--- src/rtl/spi_var_pkg.sv ---
package spi_var_pkg;
  localparam int unsigned SPI_WORD_W = 32;
  localparam int unsigned SPI_LEN_W  = $clog2(SPI_WORD_W);

  typedef enum logic {
    ST_IDLE  = 1'b0,
    ST_SHIFT = 1'b1
  } xfer_state_e;
endpackage

--- src/rtl/spi_var_rst_sync.sv ---
module spi_var_rst_sync (
  input  logic clk,
  input  logic rst_n,
  output logic rst_n_s
);
  logic [1:0] sync_q;

  always_ff @(posedge clk or negedge rst_n) begin
    if (!rst_n) sync_q <= 2'b00;
    else        sync_q <= {sync_q[0], 1'b1};
  end

  assign rst_n_s = sync_q[1];
endmodule

--- src/rtl/spi_var_clkgen.sv ---
module spi_var_clkgen #(
  parameter int unsigned DIV = 2
) (
  input  logic clk,
  input  logic rst_n,
  input  logic run_i,
  output logic sclk_o,
  output logic rise_o,
  output logic fall_o
);
  localparam int unsigned CW = (DIV > 1) ? $clog2(DIV) : 1;
  localparam logic [CW-1:0] CNT_TOP = CW'(DIV - 1);

  logic [CW-1:0] cnt_q, cnt_d;
  logic          sclk_q, sclk_d;
  logic          half_end;

  assign half_end = run_i && (cnt_q == CNT_TOP);

  always_comb begin
    cnt_d  = cnt_q;
    sclk_d = sclk_q;
    if (!run_i) begin
      cnt_d  = '0;
      sclk_d = 1'b0;
    end else if (half_end) begin
      cnt_d  = '0;
      sclk_d = !sclk_q;
    end else begin
      cnt_d = cnt_q + 1'b1;
    end
  end

  always_ff @(posedge clk or negedge rst_n) begin
    if (!rst_n) begin
      cnt_q  <= '0;
      sclk_q <= 1'b0;
    end else begin
      cnt_q  <= cnt_d;
      sclk_q <= sclk_d;
    end
  end

  assign sclk_o = sclk_q;
  assign rise_o = half_end && !sclk_q;
  assign fall_o = half_end && sclk_q;
endmodule

--- src/rtl/spi_var_shift.sv ---
module spi_var_shift
  import spi_var_pkg::*;
(
  input  logic                  clk,
  input  logic                  rst_n,
  input  logic                  load_i,
  input  logic [SPI_WORD_W-1:0] tx_word_i,
  input  logic [SPI_LEN_W-1:0]  len_m1_i,
  input  logic                  rise_i,
  input  logic                  fall_i,
  input  logic                  miso_i,
  output logic                  tx_msb_o,
  output logic [SPI_WORD_W-1:0] rx_word_o,
  output logic                  last_o
);
  localparam logic [SPI_LEN_W-1:0] TOP_IDX = SPI_LEN_W'(SPI_WORD_W - 1);

  logic [SPI_WORD_W-1:0] tx_q, tx_d;
  logic [SPI_WORD_W-1:0] rx_q, rx_d;
  logic [SPI_LEN_W-1:0]  left_q, left_d;

  always_comb begin
    tx_d   = tx_q;
    rx_d   = rx_q;
    left_d = left_q;
    if (load_i) begin
      // left-align the n live bits so the first one sits in the top bit
      tx_d   = tx_word_i << (TOP_IDX - len_m1_i);
      rx_d   = '0;
      left_d = len_m1_i;
    end else begin
      if (rise_i) rx_d = {rx_q[SPI_WORD_W-2:0], miso_i};
      if (fall_i) begin
        tx_d = {tx_q[SPI_WORD_W-2:0], 1'b0};
        if (left_q != '0) left_d = left_q - 1'b1;
      end
    end
  end

  always_ff @(posedge clk or negedge rst_n) begin
    if (!rst_n) begin
      tx_q   <= '0;
      rx_q   <= '0;
      left_q <= '0;
    end else begin
      tx_q   <= tx_d;
      rx_q   <= rx_d;
      left_q <= left_d;
    end
  end

  assign tx_msb_o  = tx_q[SPI_WORD_W-1];
  assign rx_word_o = rx_q;
  assign last_o    = fall_i && (left_q == '0);
endmodule

--- src/rtl/spi_var_sel.sv ---
module spi_var_sel #(
  parameter int unsigned NSEL = 4
) (
  input  logic            clk,
  input  logic            rst_n,
  input  logic            accept_i,
  input  logic [NSEL-1:0] mask_i,
  input  logic            manual_i,
  input  logic            end_i,
  input  logic            busy_i,
  output logic [NSEL-1:0] ss_n_o
);
  logic [NSEL-1:0] grant;
  logic [NSEL-1:0] act_q, act_d;
  logic            hold_q, hold_d;

  // a line is granted only when it and every lower line are requested
  assign grant[0] = mask_i[0];
  for (genvar i = 1; i < NSEL; i++) begin : g_prefix
    assign grant[i] = grant[i-1] & mask_i[i];
  end

  always_comb begin
    act_d  = act_q;
    hold_d = hold_q;
    if (accept_i) begin
      act_d  = grant;
      hold_d = manual_i;
    end else if (end_i && !hold_q) begin
      act_d = '0;
    end else if (!busy_i && !manual_i) begin
      act_d = '0;
    end
  end

  always_ff @(posedge clk or negedge rst_n) begin
    if (!rst_n) begin
      act_q  <= '0;
      hold_q <= 1'b0;
    end else begin
      act_q  <= act_d;
      hold_q <= hold_d;
    end
  end

  assign ss_n_o = ~act_q;
endmodule

--- src/rtl/spi_var_master.sv ---
module spi_var_master
  import spi_var_pkg::*;
#(
  parameter int unsigned NSEL = 4,
  parameter int unsigned DIV  = 2
) (
  input  logic                  clk,
  input  logic                  rst_n,
  input  logic                  start_i,
  input  logic [SPI_WORD_W-1:0] tx_word_i,
  input  logic [SPI_LEN_W-1:0]  len_m1_i,
  input  logic [NSEL-1:0]       sel_mask_i,
  input  logic                  manual_i,
  input  logic                  irq_en_i,
  output logic                  busy_o,
  output logic                  done_o,
  output logic                  stat_done_o,
  output logic                  irq_o,
  output logic [SPI_WORD_W-1:0] rx_word_o,
  output logic                  sclk_o,
  output logic                  mosi_o,
  input  logic                  miso_i,
  output logic [NSEL-1:0]       ss_n_o
);
  logic        rst_n_s;
  xfer_state_e st_q, st_d;
  logic        done_q, done_d;
  logic        stat_q, stat_d;
  logic        ien_q, ien_d;
  logic        busy, accept, rise, fall, last_fall, xfer_end, tx_msb;

  spi_var_rst_sync u_rst (
    .clk     (clk),
    .rst_n   (rst_n),
    .rst_n_s (rst_n_s)
  );

  assign busy     = (st_q == ST_SHIFT);
  assign accept   = start_i && !busy;
  assign xfer_end = busy && last_fall;

  always_comb begin
    st_d   = st_q;
    done_d = 1'b0;
    stat_d = stat_q;
    ien_d  = ien_q;
    if (accept) begin
      st_d   = ST_SHIFT;
      stat_d = 1'b0;
      ien_d  = irq_en_i;
    end else if (xfer_end) begin
      st_d   = ST_IDLE;
      done_d = 1'b1;
      stat_d = 1'b1;
    end
  end

  always_ff @(posedge clk or negedge rst_n_s) begin
    if (!rst_n_s) begin
      st_q   <= ST_IDLE;
      done_q <= 1'b0;
      stat_q <= 1'b0;
      ien_q  <= 1'b0;
    end else begin
      st_q   <= st_d;
      done_q <= done_d;
      stat_q <= stat_d;
      ien_q  <= ien_d;
    end
  end

  spi_var_clkgen #(.DIV(DIV)) u_clk (
    .clk    (clk),
    .rst_n  (rst_n_s),
    .run_i  (busy),
    .sclk_o (sclk_o),
    .rise_o (rise),
    .fall_o (fall)
  );

  spi_var_shift u_shift (
    .clk       (clk),
    .rst_n     (rst_n_s),
    .load_i    (accept),
    .tx_word_i (tx_word_i),
    .len_m1_i  (len_m1_i),
    .rise_i    (rise),
    .fall_i    (fall),
    .miso_i    (miso_i),
    .tx_msb_o  (tx_msb),
    .rx_word_o (rx_word_o),
    .last_o    (last_fall)
  );

  spi_var_sel #(.NSEL(NSEL)) u_sel (
    .clk      (clk),
    .rst_n    (rst_n_s),
    .accept_i (accept),
    .mask_i   (sel_mask_i),
    .manual_i (manual_i),
    .end_i    (xfer_end),
    .busy_i   (busy),
    .ss_n_o   (ss_n_o)
  );

  assign busy_o      = busy;
  assign done_o      = done_q;
  assign stat_done_o = stat_q;
  assign irq_o       = done_q & ien_q;
  assign mosi_o      = busy & tx_msb;
endmodule

--- config.mk ---
export PLATFORM = sky130hd
export DESIGN_NAME = spi_var_master
export DESIGN_NICKNAME = d
export VERILOG_FILES = /design/src/rtl/spi_var_pkg.sv /design/src/rtl/spi_var_rst_sync.sv /design/src/rtl/spi_var_clkgen.sv /design/src/rtl/spi_var_shift.sv /design/src/rtl/spi_var_sel.sv /design/src/rtl/spi_var_master.sv
export SDC_FILE = /design/constraint.sdc
export NUM_CORES = 1
export LEC_CHECK = 0
export BUFFER_PORTS_ARGS = -buffer_cell sky130_fd_sc_hd__clkbuf_2
export CORE_MARGIN = 10
export CORE_UTILIZATION = 56
export DETAILED_ROUTE_END_ITERATION = 10
export PLACE_DENSITY = 0.76
export SYNTH_ARGS = -nofsm -noshare
export SYNTH_HDL_FRONTEND = slang
export SYNTH_SLANG_ARGS = --single-unit
--- constraint.sdc ---
create_clock -name clk -period 3 [get_ports clk]
set_input_delay 0.15 -clock clk [delete_from_list [all_inputs] [get_ports clk]]
set_output_delay 0.15 -clock clk [all_outputs]
set_load 0.02 [all_outputs]
==> load_flow_metrics.sql, run 1 <==
INSERT INTO impl_metrics (metric_group, metric, value, unit) VALUES
('outcome', 'outcome', 'finished, final reports clean', ''),
('route', 'wire_per_inst', '18.7', 'microns'),
('power_and_ir_drop', 'seq_power_share', '40.4', '%'),
('synth', 'area_of_the_mapped_netlist', '5000', 'sq um'),
('route', 'ant_nets', '0', ''),
('synth', 'syn_avg_cell_area', '9.25', 'sq um'),
('floorplan', 'floorplan.rows', '34', ''),
('cells_and_area', 'antenna_cells', '0', ''),
('global_route', 'grt_pass1_wl', '22.3', 'mm'),
('critical_path', 'cp.required', '3.30', 'ns'),
('critical_path', 'path_cells', 'nand2b_1 -> nor2_1 -> nand2_1 -> o22ai_1 -> o22a_1', ''),
('power_and_ir_drop', 'power.leakage', '2.57', 'nW'),
('floorplan', 'die_h', '114', 'microns'),
('timing', 'timing.final.crit_period', '2.16', 'ns'),
('clock_tree', 'clock_tree.buffer_depth', '2', ''),
('critical_path', 'critPathMaxFanout', '23', ''),
('clock_tree', 'post_cts_resize_count', '0', ''),
('place', 'routabilityCongestion', '0.981', ''),
('global_route', 'grt_max_degree', '81', ''),
('cells_and_area', 'final-instance-count-excl-fill', '720', ''),
('power_and_ir_drop', 'comb_power_share', '42.8', '%'),
('min_path', 'hold_path.class', 'in -> reg', ''),
('route', 'post-route-drc-count', '0', ''),
('critical_path', 'worst_path_max_delay_cell', 'nand2b_1', ''),
('place', 'hpwlAfterDp', '9.82', 'mm'),
('timing', 'timing_hold_violations_final', '0', ''),
('synth', 'syn-instance-count', '540', ''),
('timing', 'setup_total_negative_slack', '0', 'ns'),
('clock_tree', 'clock_tree.root_cell', 'clkbuf_8', ''),
('global_route', 'vias_in_the_first_global_route', '4402', ''),
('critical_path', 'arrival', '2.46', 'ns'),
('power_and_ir_drop', 'power_per_cell_area', '842', 'nW/um^2'),
('route', 'routed-via-count', '4447', ''),
('floorplan', 'die_area', '13100', 'sq um'),
('synth', 'synthFlopType', 'dfrtp_1', ''),
('flow_run', 'timing.max_cap.violations', '0', ''),
('power_and_ir_drop', 'power.switching_fraction', '42.3', '%'),
('timing', 'max_freq', '462', 'MHz'),
('global_route', 'grt_antenna_before_repair', '0', ''),
('synth', 'synth_nets', '588', ''),
('route', 'drt-initial-drc-count', '617', ''),
('synth', 'yosys.cell_types.count', '49', ''),
('critical_path', 'critical_path.endpoint_type', 'register', ''),
('power_and_ir_drop', 'p_sw', '0.00202', 'W'),
('cells_and_area', 'drive_gt1_share', '23.7', '%'),
('critical_path', 'critical_path.max_stage_delay', '0.60', 'ns'),
('place', 'port_buffers', '88', ''),
('synth', 'share_of_synthesized_area_occupied_by_flip_flops_and_latches', '41.1', '%'),
('clock_tree', 'cts.reportedPaths.clkPinSlew', '0.09', 'ns'),
('synth', 'synth-async-reset-ratio', '100', '%'),
('place', 'numPlacedInstances', '702', ''),
('cells_and_area', 'number_of_nets_in_the_layout', '655', ''),
('clock_tree', 'clkSinkCount', '82', ''),
('global_route', 'grt-ovfl-total', '0', ''),
('timing', 'timing_worst_slew_pin_value', '1.01', 'ns'),
('timing', 'fin_worst_skew', '0.0113', 'ns'),
('timing', 'max_slew_margin', '32.8', '%'),
('critical_path', 'critical_path.startpoint_type', 'register', ''),
('clock_tree', 'tritoncts', 'yes', ''),
('critical_path', 'worstSetupPathType', 'reg -> reg', ''),
('route', 'first_pass_iters', '6', ''),
('power_and_ir_drop', 'power_frac_clock', '16.8', '%'),
('floorplan', 'chipWidth', '114', 'microns'),
('floorplan', 'core-area', '8720', 'sq um'),
('route', 'totalWireLength', '13.4', 'mm'),
('timing', 'final-max-slew-violation-count', '0', ''),
('timing', 'grt_setup_unrepaired', 'no', ''),
('synth', 'edff_count_synth', '0', ''),
('timing', 'fin_crit_sh', '72.1', '%'),
('clock_tree', 'worstSkewPairLatency', '0.35', 'ns'),
('power_and_ir_drop', 'irDropWorstVdd', '0.397', 'mV'),
('clock_tree', 'cts_htree_levels', '3', ''),
('place', 'place_area', '5450', 'sq um'),
('power_and_ir_drop', 'internal-power', '0.00275', 'W'),
('global_route', 'grt_util_overall', '20.8', '%'),
('floorplan', 'io_pins', '89', ''),
('floorplan', 'initial_core_util', '57.3', '%'),
('route', 'via_per_inst', '6.18', ''),
('cells_and_area', 'design_area', '5670', 'sq um'),
('timing', 'report.final.setup_viol', '0', ''),
('cells_and_area', 'layout-area-overhead-vs-synth', '13.4', '%'),
('clock_tree', 'cts_buffers', '9', ''),
('synth', 'postSynthRegisterBits', '82', ''),
('synth', 'total_of_warnings_raised_by_yosys', '0', '');
## layer usage
metal,GRT usage [%],share of wire (%)
met3,6.08,9.4
met2,32.8,48
met5,0,0
met1,27.8,41
met4,4.18,1.4
## layout make-up
| cell class | count | area, sq um |
|---|---|---|
| inverter | 11 | 41.3 |
| multi-input combinational | 403 | 2710 |
| timing repair buffer | 100 | 536 |
| tap | 108 | 135 |
| fill | 736 | 3050 |
| clock inverter | 6 | 66.3 |
| clock buffer | 10 | 128 |
| sequential | 82 | 2060 |
## worst max-delay path: cells and delay by family (launching register included)
| family | cells | cell delay, ns |
|---|---|---|
| compound gates | 2 | 0.47 |
| flops | 1 | 0.52 |
| simple gates | 3 | 1.11 |
## timing repair
item | in CTS | in global routing
hold endpoints to repair | 3 | 0
setup buffers | 0 | 0
hold buffers | 2 | 0
endpoints found under the setup margin | 0 | 0
## sequential cells by signal, summed over array words and instances, names as in the netlist, 2 cells and up
signal             flops
u_shift.rx_word_o     32
u_sel.act_q            4
u_shift.left_q         5
u_rst.sync_q           2
u_shift.tx_q          32
## cells in the final DEF, fill, tap and decap left out, types with 4 or more instances in the layout
cell,n
a21oi_1,50
mux4_2,15
o21a_1,5
inv_1,10
o21ai_0,47
o211ai_1,4
and2_1,4
clkbuf_2,88
dfrtp_1,81
mux2i_1,45
o22a_1,5
clkbuf_8,9
nor2_1,30
mux4_1,6
buf_4,10
nand2_1,122
o22ai_1,16
nand3_1,6
mux2_2,9
## power groups by stage
stage          clock, W  combinational (W)  sequential, W
2_1_floorplan         0            0.00122        0.00210
4_1_cts        0.000818            0.00205        0.00192
3_3_place_gp          0            0.00199        0.00192
3_5_place_dp          0            0.00205        0.00195
5_1_grt        0.000866            0.00228        0.00199
6_report       0.000801            0.00204        0.00193
## kinds of logic after synthesis
group / Yosys count / share of synthesized area [%]
AO/OA/AOI/OAI: 140 / 16.3
XOR/XNOR: 4 / 0.701
adder cells (fa/ha/maj): 1 / 0.250
buffers and inverters: 55 / 4.98
flip-flops: 82 / 41.1
multiplexers: 78 / 22.0
other: 1 / 0.0751
AND/OR/NAND/NOR: 179 / 14.7
## metrics by stage
step,hold slack [ns],setup slack (ns),total power [W],util (%)
2_1_floorplan,-0.146,0.547,0.00332,-
3_3_place_gp,-0.0639,0.874,0.00391,62.5
3_5_place_dp,-0.0631,0.805,0.00399,62.5
4_1_cts,0.00713,0.879,0.00480,65.0
5_1_grt,0.0262,0.663,0.00514,65.0
6_report,0.0171,0.837,0.00477,65.0
## synthesized netlist by cell type (all sizes together) (11+ instances only)
cell	number	share of area, %
buf	13	1.8
nor2	31	2.3
mux4	21	9.9
mux2	11	2.6
o21ai	47	4.7
inv	11	0.83
mux2i	46	9.5
o22ai	16	2.0
clkbuf	31	2.3
a21oi	50	5.0
dfrtp	82	41
nand2	122	9.2
## final timing paths
path / startpoint / to / slack [ns] / cells after the start
max: busy_o / u_shift.tx_q[27] / 0.84 / 5
min: miso_i / u_shift.rx_word_o[0] / 0.02 / 3
max reg2reg: busy_o / u_shift.tx_q[27] / 0.84 / 5
min reg2reg: u_rst.sync_q[0] / u_rst.sync_q[1] / 0.37 / 0
max in group asynchronous: u_rst.sync_q[1] / busy_o / 1.83 / 0
min in group asynchronous: rst_n / u_rst.sync_q[1] / 0.09 / 2
Note: power is estimated with default switching activity, not from simulation.
==> inputs of run 2 (changes only) <==
clock period = 2.05 ns   (was 3 ns; I/O delays follow)
==> run 2 against run 1 <==
Clock power is 72% higher. Die area stayed put. Power is 52% higher. Sequential share of layout area is 1.7 points lower. Non-clock buffer count is 27 higher. Core utilization is 3.2 points higher. Largest power group unchanged. Maximum frequency is 12% higher. Via count is 2.2% higher. Flip-flop and latch count stayed put. Critical endpoint is now u_sel.act_q[1]. Worst setup slack worse by 0.71 ns. Global-route usage is 0.13 points higher.
==> load_flow_metrics.sql, run 2 (same netlist as run 1, synthesis figures left out) <==
INSERT INTO impl_metrics (metric_group, metric, value, unit) VALUES
('global_route', 'global_route.usage.met3', '4.09', '%'),
('route', 'ant_nets', '0', ''),
('timing', 'max_slew_margin', '62.4', '%'),
('place', 'hpwlAfterDp', '10.1', 'mm'),
('critical_path', 'critical_path.reg2reg.startpoint', 'u_shift.left_q[1]', ''),
('timing', 'fin_crit_sh', '93.9', '%'),
('critical_path', 'critical_path.endpoint_type', 'register', ''),
('cells_and_area', 'layout_commonest_cell', 'nand2_1', ''),
('global_route', 'grt_antenna_before_repair', '0', ''),
('timing', 'report.final.setup_viol', '0', ''),
('place', 'port_buffers', '88', ''),
('route', 'first_pass_iters', '5', ''),
('floorplan', 'chipWidth', '114', 'microns'),
('timing', 'hold-worst-slack', '0.0270', 'ns'),
('timing', 'timing.final.crit_period', '1.93', 'ns'),
('floorplan', 'core-area', '8720', 'sq um'),
('global_route', 'grt-ovfl-total', '0', ''),
('global_route', 'vias_in_the_first_global_route', '4601', ''),
('route', 'drt-initial-drc-count', '617', ''),
('critical_path', 'critPathMaxFanout', '4', ''),
('global_route', 'grt_util_overall', '20.9', '%'),
('min_path', 'hold_path.class', 'in -> reg', ''),
('route', 'totalWireLength', '13.5', 'mm'),
('timing', 'fin_worst_skew', '0.00887', 'ns'),
('timing', 'setup_total_negative_slack', '0', 'ns'),
('clock_tree', 'clock_tree.buffer_depth', '2', ''),
('clock_tree', 'clkSinkCount', '82', ''),
('global_route', 'grt_use_met1', '27.2', '%'),
('global_route', 'use_met2', '33.7', '%'),
('cells_and_area', 'drive_gt1_share', '26.4', '%'),
('critical_path', 'cp.required', '2.31', 'ns'),
('cells_and_area', 'number_of_nets_in_the_layout', '682', ''),
('cells_and_area', 'layout-area-overhead-vs-synth', '19.1', '%'),
('min_path', 'hold_path_depth', '2', ''),
('floorplan', 'die_area', '13100', 'sq um'),
('critical_path', 'critical_path.startpoint_type', 'register', ''),
('clock_tree', 'cts_htree_levels', '3', ''),
('timing', 'timing_hold_violations_final', '0', ''),
('critical_path', 'worst_r2r_path_cells', '6', ''),
('floorplan', 'io_pins', '89', ''),
('min_path', 'min_delay_worst_endpoint', 'u_sel.act_q[0]', ''),
('power_and_ir_drop', 'power.leakage', '2.72', 'nW'),
('floorplan', 'die_h', '114', 'microns'),
('timing', 'grt_setup_unrepaired', 'yes', ''),
('critical_path', 'worstSetupPathType', 'reg -> reg', ''),
('route', 'via_per_inst', '6.08', ''),
('timing', 'timing_worst_slew_pin_value', '0.558', 'ns'),
('floorplan', 'initial_core_util', '57.3', '%'),
('floorplan', 'floorplan.rows', '34', ''),
('flow_run', 'timing.max_cap.violations', '0', ''),
('clock_tree', 'cts_buffers', '9', ''),
('power_and_ir_drop', 'irDropWorstVdd', '0.473', 'mV'),
('power_and_ir_drop', 'power_per_cell_area', '1220', 'nW/um^2'),
('clock_tree', 'tritoncts', 'yes', ''),
('timing', 'max_freq', '519', 'MHz'),
('critical_path', 'arrival', '2.19', 'ns'),
('route', 'routed-via-count', '4545', ''),
('clock_tree', 'worstSkewPairLatency', '0.36', 'ns'),
('outcome', 'outcome', 'finished, final reports clean', ''),
('global_route', 'grt_max_degree', '40', ''),
('min_path', 'min-delay-start', 'sel_mask_i[0]', ''),
('place', 'routabilityCongestion', '0.955', ''),
('route', 'post-route-drc-count', '0', ''),
('cells_and_area', 'antenna_cells', '0', ''),
('clock_tree', 'clock_tree.root_cell', 'clkbuf_8', ''),
('critical_path', 'reg2reg_slack', '0.12', 'ns'),
('cells_and_area', 'final_cell_mix', '122 x nand2_1, 88 x clkbuf_2, 81 x dfrtp_1', ''),
('clock_tree', 'cts.reportedPaths.clkPinSlew', '0.09', 'ns'),
('global_route', 'busiest_layer', 'met2', ''),
('timing', 'final-max-slew-violation-count', '0', ''),
('cells_and_area', 'fill_cells', '682', ''),
('critical_path', 'rr_endpoint', 'u_sel.act_q[1]', ''),
('global_route', 'grt_pass1_wl', '22.6', 'mm'),
('route', 'wire_per_inst', '18.0', 'microns');
==> run 2: metal layers <==
metal  share of wire [%]  wire [microns]  vias to the layer above
met5                   0               0                        -
met4                 2.7             369                        0
met3                 8.0            1080                       46
met2                  49            6540                      218
met1                  41            5470                     2170
li1                    -               -                     2111
==> run 2: cell type report <==
class                           instances  area (sq um)  share of cell area [%]
Tap cell                              108           135                    2.27
Clock buffer                           10           138                    2.31
Timing Repair Buffer                  127           776                    13.0
Clock inverter                          6          96.3                    1.62
Inverter                               11          41.3                   0.694
Multi-Input combinational cell        403          2710                    45.5
Sequential cell                        82          2060                    34.6
==> run 2: worst max-delay path, cell delays in order (launching register included) <==
cell and delay, ns:
dfrtp_1 0.41, inv_1 0.07, ha_1 0.17, nor4b_1 0.45
nand2_1 0.19, o22a_1 0.31, a32o_1 0.23
==> run 2: worst max path at each step <==
stage                                 start               end  slack [ns]
after floorplan                      busy_o    u_sel.act_q[1]        0.09
after global placement          len_m1_i[0]  u_shift.tx_q[31]        0.09
after detailed placement        len_m1_i[0]  u_shift.tx_q[31]        0.02
after CTS                            busy_o  u_shift.tx_q[31]        0.16
after global routing                 busy_o  u_shift.tx_q[18]       -0.02
final                     u_shift.left_q[1]    u_sel.act_q[1]        0.12
==> run 2: repair_timing <==
action / in CTS / in global routing
gates resized for setup: 0 / 1
buffers inserted: 0 / 0
hold endpoints to repair: 8 / 0
endpoints found under the setup margin: 0 / 1
hold buffers: 7 / 0
==> run 2: metrics by stage <==
step	std cells	total power [W]	setup WS, ns	area, sq um	utilization [%]
after floorplan	540	0.00486	0.0851	5000	-
after global placement	724	0.00576	0.0943	5640	64.7
after detailed placement	724	0.00589	0.0216	5640	64.7
after CTS	747	0.00729	0.160	5950	68.2
after global routing	747	0.00779	-0.0247	5950	68.2
final	747	0.00727	0.124	5950	68.2
==> run 2: power by group <==
part / switching, W / leakage [nW] / total (W) / internal (W)
combinational: 0.00189 / 1.61 / 0.00311 / 0.00122
sequential: 0.000463 / 0.998 / 0.00278 / 0.00232
clock: 0.000640 / 0.115 / 0.00138 / 0.000737
total: 0.00300 / 2.72 / 0.00727 / 0.00427
